<file path="config.mk">
export PLATFORM = sky130hd
export DESIGN_NAME = ram_nibble_viewer
export DESIGN_NICKNAME = d
export VERILOG_FILES = /design/src/rtl/nview_pkg.sv /design/src/rtl/nview_pick.sv /design/src/rtl/nview_seg7.sv /design/src/rtl/nview_hold.sv /design/src/rtl/ram_nibble_viewer.sv
export SDC_FILE = /design/constraint.sdc
export NUM_CORES = 1
export LEC_CHECK = 0
export BUFFER_PORTS_ARGS = -buffer_cell sky130_fd_sc_hd__buf_2
export CORE_MARGIN = 10
export CORE_UTILIZATION = 43
export CTS_CLUSTER_DIAMETER = 100
export CTS_CLUSTER_SIZE = 8
export DETAILED_ROUTE_END_ITERATION = 10
export PLACE_DENSITY = 0.76
export RECOVER_POWER = 100
export SYNTH_ARGS = -nofsm -noshare
export SYNTH_HDL_FRONTEND = slang
export SYNTH_SLANG_ARGS = --single-unit
</file>
<file path="constraint.sdc">
create_clock -name dbg_clk -period 2.17 [get_ports dbg_clk]
set_input_delay 0.217 -clock dbg_clk [delete_from_list [all_inputs] [get_ports dbg_clk]]
set_output_delay 0.217 -clock dbg_clk [all_outputs]
set_load 0.02 [all_outputs]
</file>
<file path="src/rtl/nview_pkg.sv">
package nview_pkg;
  // Segment patterns, bit 0 = a ... bit 6 = g, active high
  function automatic logic [6:0] hex_to_seg(input logic [3:0] v);
    logic [6:0] s;
    case (v)
      4'h0: s = 7'h3F;
      4'h1: s = 7'h06;
      4'h2: s = 7'h5B;
      4'h3: s = 7'h4F;
      4'h4: s = 7'h66;
      4'h5: s = 7'h6D;
      4'h6: s = 7'h7D;
      4'h7: s = 7'h07;
      4'h8: s = 7'h7F;
      4'h9: s = 7'h6F;
      4'hA: s = 7'h77;
      4'hB: s = 7'h7C;
      4'hC: s = 7'h39;
      4'hD: s = 7'h5E;
      4'hE: s = 7'h79;
      default: s = 7'h71;
    endcase
    return s;
  endfunction
endpackage

</file>
<file path="src/rtl/nview_pick.sv">
module nview_pick #(
  parameter int BYTE_W = 8,
  parameter int NIB_W  = 4,
  localparam int NPARTS = BYTE_W / NIB_W,
  localparam int SEL_W  = (NPARTS > 1) ? $clog2(NPARTS) : 1
) (
  input  logic [BYTE_W-1:0] word_in,
  input  logic [SEL_W-1:0]  part_sel,
  output logic [NIB_W-1:0]  part_out
);
  logic [NIB_W-1:0] parts [NPARTS];

  for (genvar g = 0; g < NPARTS; g++) begin : g_part
    assign parts[g] = word_in[g*NIB_W +: NIB_W];
  end

  always_comb begin
    part_out = parts[0];
    for (int i = 0; i < NPARTS; i++) begin
      if (part_sel == SEL_W'(i)) part_out = parts[i];
    end
  end
endmodule

</file>
<file path="src/rtl/nview_seg7.sv">
module nview_seg7 (
  input  logic [3:0] value,
  output logic [6:0] segs
);
  import nview_pkg::*;
  always_comb segs = hex_to_seg(value);
endmodule

</file>
<file path="src/rtl/nview_hold.sv">
module nview_hold #(
  parameter int W = 4,
  parameter logic [W-1:0] RST_VAL = '0
) (
  input  logic         clk,
  input  logic         rst,
  input  logic [W-1:0] d,
  output logic [W-1:0] q
);
  always_ff @(posedge clk) begin
    if (rst) q <= RST_VAL;
    else     q <= d;
  end
endmodule

</file>
<file path="src/rtl/ram_nibble_viewer.sv">
module ram_nibble_viewer #(
  parameter int ADDR_W = 3,
  parameter int BYTE_W = 8,
  parameter int NIB_W  = 4,
  localparam int NPARTS = BYTE_W / NIB_W,
  localparam int SEL_W  = (NPARTS > 1) ? $clog2(NPARTS) : 1
) (
  input  logic              dbg_clk,
  input  logic              rst,
  input  logic              spi_cs_n,
  input  logic [ADDR_W-1:0] sel_addr,
  input  logic [SEL_W-1:0]  sel_nib,
  output logic [ADDR_W-1:0] ram_rd_addr,
  input  logic [BYTE_W-1:0] ram_rd_data,
  output logic [6:0]        seg_out,
  output logic              dp_out,
  output logic [NIB_W-1:0]  nib_out
);
  localparam logic [6:0] SEG_ZERO = 7'h3F;

  logic [NIB_W-1:0] picked;
  logic [6:0]       seg_next;

  assign ram_rd_addr = sel_addr;
  assign dp_out      = spi_cs_n;

  nview_pick #(.BYTE_W(BYTE_W), .NIB_W(NIB_W)) u_pick (
    .word_in (ram_rd_data),
    .part_sel(sel_nib),
    .part_out(picked)
  );

  nview_seg7 u_seg (
    .value(picked[3:0]),
    .segs (seg_next)
  );

  nview_hold #(.W(NIB_W), .RST_VAL('0)) u_nib_reg (
    .clk(dbg_clk), .rst(rst), .d(picked), .q(nib_out)
  );

  nview_hold #(.W(7), .RST_VAL(SEG_ZERO)) u_seg_reg (
    .clk(dbg_clk), .rst(rst), .d(seg_next), .q(seg_out)
  );
endmodule

</file>
==> flow_metrics.tcl <==
set metrics [dict create \
    critPathKind "in2reg" \
    multiInputGateArea_sq_um 333 \
    hold_slack_ps 258 \
    drc_errors 0 \
    slew_viol_final 0 \
    finalNetCount 110 \
    port-buffer-count 21 \
    seq_area_sq_um 220 \
    die_y_um 57.8 \
    yosysUniqueCellTypes 22 \
    endpoint_kind "flop" \
    startpoint_type "primary input" \
    intPower_mw 0.332 \
    syn_inst 66 \
    ctsResizeCount 0 \
    setup_viol 0 \
    area_growth_pct 15.3 \
    fin_area_sq_um 707 \
    antenna_cells 0 \
    ys_seq_area_share_pct 35.9 \
    place_congestion 0.910 \
    drt_iter0_markers 15 \
    cts-buffers-inserted 3 \
    worst-slew-pin-transition_ps 716 \
    crit_path_end "u_seg_reg.q[3]" \
    finalWorstSetupSlack_ps 474 \
    swShare_pct 31.2 \
    grt_pass1_wl_mm 2.38 \
    hold_violations 0 \
    cp_num_cells 6 \
    firstDrtPassIters 4 \
    core_region_area_sq_um 1320 \
    routed_via_density 5.32 \
    overflow 0 \
    grt_start_max_net_pins 12 \
    cp.arrival_ps 1850 \
    antenna_left 0 \
    hold_class "in2reg" \
    p_seq_share_pct 46.0 \
    status "finished, final reports clean" \
    cts_hold_buf 0 \
    p_comb_share_pct 25.6 \
    drt_wl_total_mm 1.44 \
    die_w_um 57.8 \
    placed_cell_area_sq_um 707 \
    cts-root-buf "clkbuf_4" \
    cp_max_fo 6 \
    cp_slowest_cell "mux2i_1" \
    grt_pass1_vias 544 \
    vias 543 \
    crit_start "sel_nib" \
    dieArea_sq_um 3340 \
    ir_worst_vdd_uv 207 \
    slowest_delay_ps 400 \
    cts_setup_buffers 0 \
    final_core_util_pct 53.7 \
    layout_common_cells "clkbuf_1 (14), dfxtp_1 (11), nand2_1 (10)" \
    syn_avg_cell_area_sq_um 9.29 \
    total_power_mw 0.483 \
    dpl.hpwl_mm 1.07 \
    initial_core_util_pct 46.5 \
    antenna_found_initial 0 \
    relSlewSlack_pct 50.9 \
    fin_tns_setup_ps 0 \
    clock_sinks 11 \
    clk_pin_slew_worst_paths_ps 70 \
    htree_levels 1 \
    cp_top_family "buffers and inverters" \
    fmax_mhz 590 \
    drive_gt1_share_pct 18.4 \
    fin_crit_sh_pct 78.2 \
    yosys_register_bits 11 \
    power_density_nw_per_um2 683 \
    p_sw_mw 0.151 \
    dp.cells 98 \
    path_cells "clkbuf_1, mux2i_1, clkbuf_1, ha_1, a2111oi_2, a21oi_1" \
    tritoncts "done" \
    synth_area_sq_um 613 \
    wl_per_cell_um 14.1 \
    fp-row-count 13 \
    layout_commonest_cell "clkbuf_1" \
    fillers 132 \
    syn-num-nets 88 \
    io_pins 30 \
    yosysWarnings 0 \
    grtUsageTotal_pct 8.78 \
    power.leakage_nw 0.323 \
    clock_path_buffers 2 \
    rsz0062_at_grt "no" \
    post-place-ws_ps 402 \
    post-route-min-period_ps 1700 \
    power.share.clock_pct 28.4 \
    path_buf_inv 2 \
    final_cell_count_no_fill 102 \
    cp_data_required_time_ps 2320 \
    crit_path_frequent_cell "clkbuf_1" \
    drv_cap 0 \
]
## cells by family after synthesis
family | after synthesis | synth area share, %
adders and majority gates | 7 | 14.3
buffers and inverters | 8 | 8.57
DFF | 11 | 35.9
AOI/OAI and AO/OA | 11 | 12.7
and+or+nand+nor | 23 | 15.9
muxes | 6 | 12.7
## cell usage after synthesis (all sizes together)
library cell	instances	area, sq um
ha	7	87.6
mux2	2	30.0
nor2	6	22.5
nand3	3	15.0
o21ai	2	10.0
a2111oi	1	15.0
nor4	1	6.26
a31oi	1	6.26
clkbuf	1	3.75
nand2	10	37.5
inv	2	7.51
a31o	1	8.76
nor3	2	10.0
a311oi	1	8.76
or2	1	6.26
dfxtp	11	220
buf	5	41.3
mux2i	4	47.6
a32oi	1	8.76
a21oi	4	20.0
## power by group through the flow
stage / combinational (mW) / sequential (mW) / clock (mW)
after floorplan: 0.0769 / 0.248 / 0
after global placement: 0.129 / 0.226 / 0
after detailed placement: 0.132 / 0.226 / 0
after CTS: 0.132 / 0.221 / 0.142
after global routing: 0.138 / 0.223 / 0.149
final: 0.124 / 0.222 / 0.137
## how the worst min path moves through the flow
stage,start,endpoint,slack [ps],depth (start not counted)
2_1_floorplan,rst,u_nib_reg.q[3],310,1
3_3_place_gp,sel_addr[1],ram_rd_addr[1],430,0
3_5_place_dp,sel_addr[1],ram_rd_addr[1],430,0
4_1_cts,rst,u_seg_reg.q[6],250,2
5_1_grt,rst,u_seg_reg.q[6],280,2
6_report,rst,u_seg_reg.q[6],260,2
## sequential cells by signal (all words and copies together), names as in the netlist
register	flops
u_seg_reg.q	7
u_nib_reg.q	4
## cell type report
| type | count | share of cell area [%] |
|---|---|---|
| clock buffers | 4 | 3.72 |
| inverters | 2 | 1.06 |
| multi-input cells | 47 | 47.1 |
| flip-flops and latches | 11 | 31.2 |
| well taps | 15 | 2.65 |
| repair buffers | 23 | 14.3 |
## layer usage
layer | up-vias | wire, um | GRT usage, % | part of all wire, %
met5 | - | 0 | 0 | 0
met2 | 37 | 645 | 14.4 | 45
met4 | 0 | 26 | 6.38 | 1.8
met1 | 237 | 602 | 9.18 | 42
met3 | 2 | 167 | 2.83 | 12
li1 | 267 | - | - | -
Power figures use the tool's default switching activity.
